File: src/rtl/pwmo_pkg.sv
package pwmo_pkg;

  typedef enum logic [1:0] {
    ST_HOLD = 2'd0,
    ST_INIT = 2'd1,
    ST_RUN  = 2'd2
  } seq_state_t;

  // Silent waveform: high during the first half of a frame.
  function automatic logic quiet_level(input int unsigned pos, input int unsigned frame_len);
    return pos < (frame_len / 2);
  endfunction

  // True on the final initialization cycle.
  function automatic logic init_last(input int unsigned cnt, input int unsigned limit);
    return cnt == (limit - 1);
  endfunction

  // Next {P, M} value for one lane.
  function automatic logic [1:0] drive_pair(input logic run, input logic mute,
                                            input logic quiet, input logic p,
                                            input logic m);
    if (!run)      return 2'b01;
    else if (mute) return {quiet, quiet};
    else           return {p, m};
  endfunction

endpackage

File: src/rtl/pwmo_sync.sv
module pwmo_sync #(
  parameter int W = 1,
  parameter logic [W-1:0] RST_VAL = '0
) (
  input  logic         clk_i,
  input  logic         arst_ni,
  input  logic [W-1:0] d_i,
  output logic [W-1:0] q_o
);
  logic [W-1:0] stage1_q;
  logic [W-1:0] stage2_q;

  always_ff @(posedge clk_i or negedge arst_ni) begin
    if (!arst_ni) begin
      stage1_q <= RST_VAL;
      stage2_q <= RST_VAL;
    end else begin
      stage1_q <= d_i;
      stage2_q <= stage1_q;
    end
  end

  assign q_o = stage2_q;
endmodule

File: src/rtl/pwmo_seq.sv
module pwmo_seq
  import pwmo_pkg::*;
#(
  parameter int INIT_CYCLES = 250000
) (
  input  logic clk_i,
  input  logic rst_ni,
  input  logic pwr_ok_i,
  output logic run_o,
  output logic init_o
);
  localparam int CW = $clog2(INIT_CYCLES + 1);

  seq_state_t    state_q;
  logic [CW-1:0] cnt_q;

  always_ff @(posedge clk_i or negedge rst_ni) begin
    if (!rst_ni) begin
      state_q <= ST_HOLD;
      cnt_q   <= '0;
    end else begin
      unique case (state_q)
        ST_HOLD: begin
          if (pwr_ok_i) begin
            state_q <= ST_INIT;
            cnt_q   <= '0;
          end
        end
        ST_INIT: begin
          if (!pwr_ok_i) begin
            state_q <= ST_HOLD;
          end else if (init_last(32'(cnt_q), INIT_CYCLES)) begin
            state_q <= ST_RUN;
          end else begin
            cnt_q <= cnt_q + CW'(1);
          end
        end
        ST_RUN: begin
          if (!pwr_ok_i) state_q <= ST_HOLD;
        end
        default: state_q <= ST_HOLD;
      endcase
    end
  end

  assign run_o  = (state_q == ST_RUN);
  assign init_o = (state_q == ST_INIT);
endmodule

File: src/rtl/pwmo_frame.sv
module pwmo_frame
  import pwmo_pkg::*;
#(
  parameter int FRAME_LEN = 256
) (
  input  logic clk_i,
  input  logic rst_ni,
  input  logic strobe_i,
  input  logic mute_req_i,
  output logic quiet_o,
  output logic mute_next_o,
  output logic mute_q_o
);
  localparam int PW = $clog2(FRAME_LEN + 1);

  logic [PW-1:0] ph_q;
  logic [PW-1:0] pos;
  logic          mute_q;

  // Position of the cycle being captured now; the strobe marks position 0.
  assign pos         = strobe_i ? '0 : ph_q;
  assign quiet_o     = quiet_level(32'(pos), FRAME_LEN);
  assign mute_next_o = strobe_i ? mute_req_i : mute_q;
  assign mute_q_o    = mute_q;

  always_ff @(posedge clk_i or negedge rst_ni) begin
    if (!rst_ni) begin
      ph_q   <= PW'(FRAME_LEN);
      mute_q <= 1'b1;
    end else begin
      if (strobe_i)                    ph_q <= PW'(1);
      else if (ph_q != PW'(FRAME_LEN)) ph_q <= ph_q + PW'(1);
      mute_q <= mute_next_o;
    end
  end
endmodule

File: src/rtl/pwmo_lane.sv
module pwmo_lane
  import pwmo_pkg::*;
(
  input  logic clk_i,
  input  logic rst_ni,
  input  logic run_i,
  input  logic mute_i,
  input  logic quiet_i,
  input  logic mod_p_i,
  input  logic mod_m_i,
  output logic out_p_o,
  output logic out_m_o,
  output logic valid_o
);
  logic [1:0] pair_d;

  assign pair_d = drive_pair(run_i, mute_i, quiet_i, mod_p_i, mod_m_i);

  always_ff @(posedge clk_i or negedge rst_ni) begin
    if (!rst_ni) begin
      out_p_o <= 1'b0;
      out_m_o <= 1'b1;
      valid_o <= 1'b0;
    end else begin
      out_p_o <= pair_d[1];
      out_m_o <= pair_d[0];
      valid_o <= run_i;
    end
  end
endmodule

File: src/rtl/pwm_outstage_ctrl.sv
module pwm_outstage_ctrl
  import pwmo_pkg::*;
#(
  parameter int NCH         = 2,
  parameter int FRAME_LEN   = 256,
  parameter int INIT_CYCLES = 250000
) (
  input  logic           clk_i,
  input  logic           rst_n_i,
  input  logic           pwr_on_i,
  input  logic           mute_n_i,
  input  logic           frame_strobe_i,
  input  logic [NCH-1:0] mod_p_i,
  input  logic [NCH-1:0] mod_m_i,
  output logic [NCH-1:0] out_p_o,
  output logic [NCH-1:0] out_m_o,
  output logic [NCH-1:0] valid_o,
  output logic           pll_en_o,
  output logic           osc_en_o
);
  // Named internal events, observed by the bound checker.
  logic       rst_sync_n;
  logic [1:0] ctl_sync;
  logic       pwr_ok;
  logic       mute_req;
  logic       run_q;
  logic       init_busy;
  logic       quiet_lvl;
  logic       mute_next;
  logic       mute_q;

  // Clock sources follow the power input with no register.
  assign pll_en_o = pwr_on_i;
  assign osc_en_o = pwr_on_i;

  pwmo_sync #(.W(1), .RST_VAL(1'b0)) u_rst_sync (
    .clk_i   (clk_i),
    .arst_ni (rst_n_i),
    .d_i     (1'b1),
    .q_o     (rst_sync_n)
  );

  pwmo_sync #(.W(2), .RST_VAL(2'b00)) u_ctl_sync (
    .clk_i   (clk_i),
    .arst_ni (rst_n_i),
    .d_i     ({pwr_on_i, mute_n_i}),
    .q_o     (ctl_sync)
  );

  assign pwr_ok   = ctl_sync[1];
  assign mute_req = ~ctl_sync[0];

  pwmo_seq #(.INIT_CYCLES(INIT_CYCLES)) u_seq (
    .clk_i    (clk_i),
    .rst_ni   (rst_sync_n),
    .pwr_ok_i (pwr_ok),
    .run_o    (run_q),
    .init_o   (init_busy)
  );

  pwmo_frame #(.FRAME_LEN(FRAME_LEN)) u_frame (
    .clk_i       (clk_i),
    .rst_ni      (rst_sync_n),
    .strobe_i    (frame_strobe_i),
    .mute_req_i  (mute_req),
    .quiet_o     (quiet_lvl),
    .mute_next_o (mute_next),
    .mute_q_o    (mute_q)
  );

  for (genvar c = 0; c < NCH; c++) begin : g_lane
    pwmo_lane u_lane (
      .clk_i   (clk_i),
      .rst_ni  (rst_sync_n),
      .run_i   (run_q),
      .mute_i  (mute_next),
      .quiet_i (quiet_lvl),
      .mod_p_i (mod_p_i[c]),
      .mod_m_i (mod_m_i[c]),
      .out_p_o (out_p_o[c]),
      .out_m_o (out_m_o[c]),
      .valid_o (valid_o[c])
    );
  end
endmodule

File: config.mk
export PLATFORM = sky130hd
export DESIGN_NAME = pwm_outstage_ctrl
export DESIGN_NICKNAME = d
export VERILOG_FILES = /design/src/rtl/pwmo_pkg.sv /design/src/rtl/pwmo_sync.sv /design/src/rtl/pwmo_seq.sv /design/src/rtl/pwmo_frame.sv /design/src/rtl/pwmo_lane.sv /design/src/rtl/pwm_outstage_ctrl.sv
export SDC_FILE = /design/constraint.sdc
export NUM_CORES = 1
export LEC_CHECK = 0
export ABC_AREA = 1
export BUFFER_PORTS_ARGS = -buffer_cell sky130_fd_sc_hd__clkbuf_2
export CORE_MARGIN = 2
export CORE_UTILIZATION = 55
export CTS_CLUSTER_SIZE = 40
export DETAILED_ROUTE_END_ITERATION = 8
export GPL_TIMING_DRIVEN = 1
export PLACE_DENSITY_LB_ADDON = 0.08
export RECOVER_POWER = 50
export SYNTH_ARGS = -nofsm -noshare
export SYNTH_HDL_FRONTEND = slang
export SYNTH_SLANG_ARGS = --single-unit
File: constraint.sdc
create_clock -name clk_i -period 1.7 [get_ports clk_i]
set_clock_uncertainty 0.15 [all_clocks]
set_input_delay 0.085 -clock clk_i [delete_from_list [all_inputs] [get_ports clk_i]]
set_output_delay 0.085 -clock clk_i [all_outputs]
set_load 0.02 [all_outputs]
==> PnR_summary.wiki <==
{| class="wikitable"
! Metric !! Value
|-
| Number of port buffers || 16
|-
| Number of hold violations in the final report || 0
|-
| Worst slack, placed || 0.08931 ns
|-
| Core area || 4000 um^2
|-
| CP cell instances || ha_2 -> nand2_4 -> nor2_4 -> nand3_2 -> nor2_4 -> nor2_4 -> buf_6 -> nand2_1 -> nand2_1
|-
| Leading register cell type out of synthesis || sky130_fd_sc_hd__dfrtp_1
|-
| Biggest cell delay along the critical path || 0.36 ns
|-
| Source-to-sink clock delay at the later pin of the worst-skew pair || 0.30 ns
|-
| DIE WIDTH || 68.52 um
|-
| Initial antenna violation count || 0
|-
| Clock edge transition at the registers on the reported setup and hold paths || 0.08 ns
|-
| Async set-or-reset flop fraction in the synthesized netlist || 100.0%
|-
| Ratio of routed vias to standard cells || 5.239
|-
| Post-Syn Nets || 322
|-
| CTS tree || done
|-
| Tightest slew margin relative to the limit || 50.13%
|-
| Worst setup path class || reg2reg
|-
| Power per Cell Area || 699.3 nW/um^2
|-
| Number of placed cells counting well taps || 374
|-
| Number of storage elements in the synthesis netlist || 41
|-
| Clock sink count || 41
|-
| Number of fill cells in the layout || 333
|-
| Arrival time at the worst endpoint || 1.72 ns
|-
| Detailed route wirelength on metal2 || 2.223 mm
|-
| Number of synthesis warnings || 0
|-
| Row Count || 23
|-
| Top-level I/O count || 17
|-
| Number of flops mapped to enable cells by yosys || 0
|-
| Final period demand of the worst path || 1.683 ns
|-
| Required time of the worst setup path || 1.73 ns
|-
| Layout cells sized above 1 || 14.53%
|-
| Ant. Diodes || 0
|-
| Router iterations before antenna repair || 5
|-
| Most Frequent Cell on Critical Path || sky130_fd_sc_hd__nor2_4
|-
| Setup repair after global routing missed its margin || yes
|-
| Fin worst setup slack || 0.01694 ns
|-
| Finished Layout Cells || 394
|-
| Slew @ Worst Pin || 0.7481 ns
|-
| Area enclosed by the die boundary || 4695 um^2
|-
| Detail-routed net length per standard cell || 12.41 um
|-
| Setup TNS after final layout || 0 ns
|-
| Outcome || finished clean
|-
| Type of destination of the critical path || flip-flop
|-
| Routed wire length || 4.888 mm
|-
| DRC || 0
|-
| Critical-path cell with the highest stage delay || sky130_fd_sc_hd__dfrtp_1
|-
| Chip height || 68.52 um
|-
| Max-slew violation count || 0
|-
| Distinct cells, synth || 25
|-
| Number of buffers created by CTS || 5
|-
| Peak supply drop || 0.6369 mV
|-
| PnR Total Power || 1.864 mW
|-
| Worst setup slack for register-to-register paths || 0.02 ns
|-
| Final setup violation count || 0
|-
| Mapped cell area || 2290 um^2
|-
| Number of nets in the layout || 355
|-
| Mean instance size in the synthesized netlist || 7.386 um^2
|-
| Total of max-cap violations || 0
|-
| Sequential element share of the synthesized area || 45.03%
|-
| Synthesized instance count || 310
|-
| Routed via count || 2,064
|-
| Gr ovfl total || 0
|-
| Maximum frequency from static timing analysis || 594.2 MHz
|-
| Highest routed metal layer || met4
|-
| Final critical-path share of the clock period || 99.00%
|-
| Maximum fanout encountered on the critical timing path || 9
|-
| Routed met1 length || 2.313 mm
|-
| Number of levels in the clock H-tree || 2
|-
| First-pass GRT wire length || 7.866 mm
|-
| Detail Placement HPWL || 3.438 mm
|-
| Pin count of the biggest net entering global routing || 31
|-
| Routability Congestion || 0.9230
|-
| Count of nets left with antenna violations after detail routing || 0
|-
| Longest Clk Path Bufs || 2
|-
| Crit-path leading delay family || simple AND/OR/NAND/NOR gates
|-
| Effective utilization at floorplan || 57.24%
|-
| 1st-iter DRT viols || 143
|-
| Crit start category || flip-flop
|-
| Fraction of the core area covered by cells at the end of the flow || 66.63%
|-
| Global-route usage over all layers || 23.00%
|-
| Synth-to-layout area growth || 16.39%
|-
| CP Buf/Inv Count || 1
|-
| Routed length on met3 || 297 um
|-
| CTS Root Cell || sky130_fd_sc_hd__clkbuf_8
|-
| Via count of the first global-routing pass || 1,780
|-
| Leakage dissipation || 1.297 nW
|-
| Hold WC Path Type || reg2reg
|}
==> cell usage in the layout, fill, tap and decap left out, types with 2 or more instances in the layout <==
cell type / instances
sky130_fd_sc_hd__nand2_1: 73
sky130_fd_sc_hd__inv_1: 45
sky130_fd_sc_hd__nor2_1: 42
sky130_fd_sc_hd__dfrtp_1: 37
sky130_fd_sc_hd__nand3_1: 30
sky130_fd_sc_hd__o21ai_0: 16
sky130_fd_sc_hd__clkbuf_2: 14
sky130_fd_sc_hd__o21ai_1: 10
sky130_fd_sc_hd__dlygate4sd3_1: 10
sky130_fd_sc_hd__buf_4: 10
sky130_fd_sc_hd__nand4_1: 7
sky130_fd_sc_hd__clkbuf_8: 6
sky130_fd_sc_hd__a21oi_1: 5
sky130_fd_sc_hd__xor2_1: 5
sky130_fd_sc_hd__dfstp_2: 4
sky130_fd_sc_hd__nor2_4: 3
sky130_fd_sc_hd__nor3_1: 3
sky130_fd_sc_hd__clkbuf_1: 3
sky130_fd_sc_hd__nand3_2: 2
sky130_fd_sc_hd__nand3b_1: 2
sky130_fd_sc_hd__nor2_2: 2
sky130_fd_sc_hd__nand2_2: 2
sky130_fd_sc_hd__ha_1: 2
==> path summary, 6_finish.rpt <==
path,end,depth (start not counted),startpoint
max,u_seq.cnt_q[8]$_DFFE_PN0P_,9,u_seq.cnt_q[0]$_DFFE_PN0P_
min,u_ctl_sync.q_o[0]$_DFF_PN0_,0,u_ctl_sync.stage1_q[0]$_DFF_PN0_
max reg2reg,u_seq.cnt_q[8]$_DFFE_PN0P_,9,u_seq.cnt_q[0]$_DFFE_PN0P_
min reg2reg,u_ctl_sync.q_o[0]$_DFF_PN0_,0,u_ctl_sync.stage1_q[0]$_DFF_PN0_
max in group asynchronous,u_rst_sync.stage1_q$_DFF_PN0_,3,rst_n_i
min in group asynchronous,u_seq.state_q[1]$_DFFE_PN0P_,1,u_rst_sync.q_o$_DFF_PN0_
==> flip-flops by register name (all words and copies together), names as in the netlist <==
signal and cells:
g_lane.u_lane.out_m_o 2, g_lane.u_lane.out_p_o 2, g_lane.u_lane.valid_o 1, u_ctl_sync.q_o 2, u_ctl_sync.stage1_q 2, u_frame.mute_q_o 1, u_frame.ph_q 9, u_rst_sync.q_o 1
u_rst_sync.stage1_q 1, u_seq.cnt_q 18, u_seq.state_q 2
==> synth_stat cells (2+ instances only) <==
| master | number | area (um^2) |
|---|---|---|
| sky130_fd_sc_hd__nand2_1 | 75 | 281.5 |
| sky130_fd_sc_hd__a21oi_1 | 5 | 25.02 |
| sky130_fd_sc_hd__buf_6 | 3 | 33.78 |
| sky130_fd_sc_hd__nand3b_1 | 2 | 15.01 |
| sky130_fd_sc_hd__dfstp_2 | 4 | 105.1 |
| sky130_fd_sc_hd__buf_4 | 8 | 60.06 |
| sky130_fd_sc_hd__dfrtp_1 | 37 | 925.9 |
| sky130_fd_sc_hd__xor2_1 | 5 | 43.79 |
| sky130_fd_sc_hd__o21ai_1 | 9 | 45.04 |
| sky130_fd_sc_hd__o21ai_0 | 18 | 90.09 |
| sky130_fd_sc_hd__ha_1 | 3 | 37.54 |
| sky130_fd_sc_hd__nand4_1 | 7 | 43.79 |
| sky130_fd_sc_hd__nand3_1 | 31 | 155.2 |
| sky130_fd_sc_hd__inv_1 | 45 | 168.9 |
| sky130_fd_sc_hd__nor2_1 | 46 | 172.7 |
| sky130_fd_sc_hd__nor3_1 | 3 | 15.01 |
==> worst register-to-register path: stages (launching register included) <==
cell and delay, ns:
sky130_fd_sc_hd__dfrtp_1 0.36, sky130_fd_sc_hd__ha_2 0.22, sky130_fd_sc_hd__nand2_4 0.07, sky130_fd_sc_hd__nor2_4 0.19, sky130_fd_sc_hd__nand3_2 0.13, sky130_fd_sc_hd__nor2_4 0.15, sky130_fd_sc_hd__nor2_4 0.05, sky130_fd_sc_hd__buf_6 0.13
sky130_fd_sc_hd__nand2_1 0.06, sky130_fd_sc_hd__nand2_1 0.05
==> metrics by stage <==
step                hold slack, ns  cell area, um^2
finish                      0.2031             2665
global route                0.2101             2665
detailed placement         -0.2353             2419
global placement           -0.2381             2419
floorplan                  -0.3606             2290
CTS                         0.1066             2615
==> cells by family after synthesis <==
| logic type | after synthesis | synth area share, % |
|---|---|---|
| buffers and inverters | 57 | 11.80 |
| AO/OA/AOI/OAI | 33 | 7.268 |
| XOR/XNOR | 6 | 2.295 |
| flip-flops | 41 | 45.03 |
| other | 1 | 0.1638 |
| adder cells (fa/ha/maj) | 3 | 1.640 |
| AND/OR/NAND/NOR | 169 | 31.80 |
==> metal layers <==
metal / GRT usage (%) / vias to the layer above
li1: - / 1032
met1: 32.95 / 951
met2: 34.98 / 77
met3: 5.357 / 4
met4: 6.250 / 0
met5: 0 / -
==> layout make-up <==
cell class              count  area, um^2  share of cell area [%]
clock inverters             2       13.76                  0.5164
well taps                  50       62.56                   2.347
inverters                  45       168.9                   6.338
clock buffers               6       82.58                   3.099
flip-flops and latches     41        1031                   38.69
multi-input cells         212        1039                   38.97
repair buffers             38       267.8                   10.05
==> repair_timing <==
item	CTS	global route
buffers inserted	0	2
hold endpoints to repair	20	0
endpoints found under the setup margin	0	13
gates resized for setup	0	16
hold buffers	10	0
==> power breakdown <==
part           internal (mW)  switching [mW]  total, mW
Clock                  0.329           0.342      0.671
Sequential              1.00          0.0226       1.03
Combinational         0.0679          0.0984      0.166
Note: power is estimated with default switching activity, not from simulation.
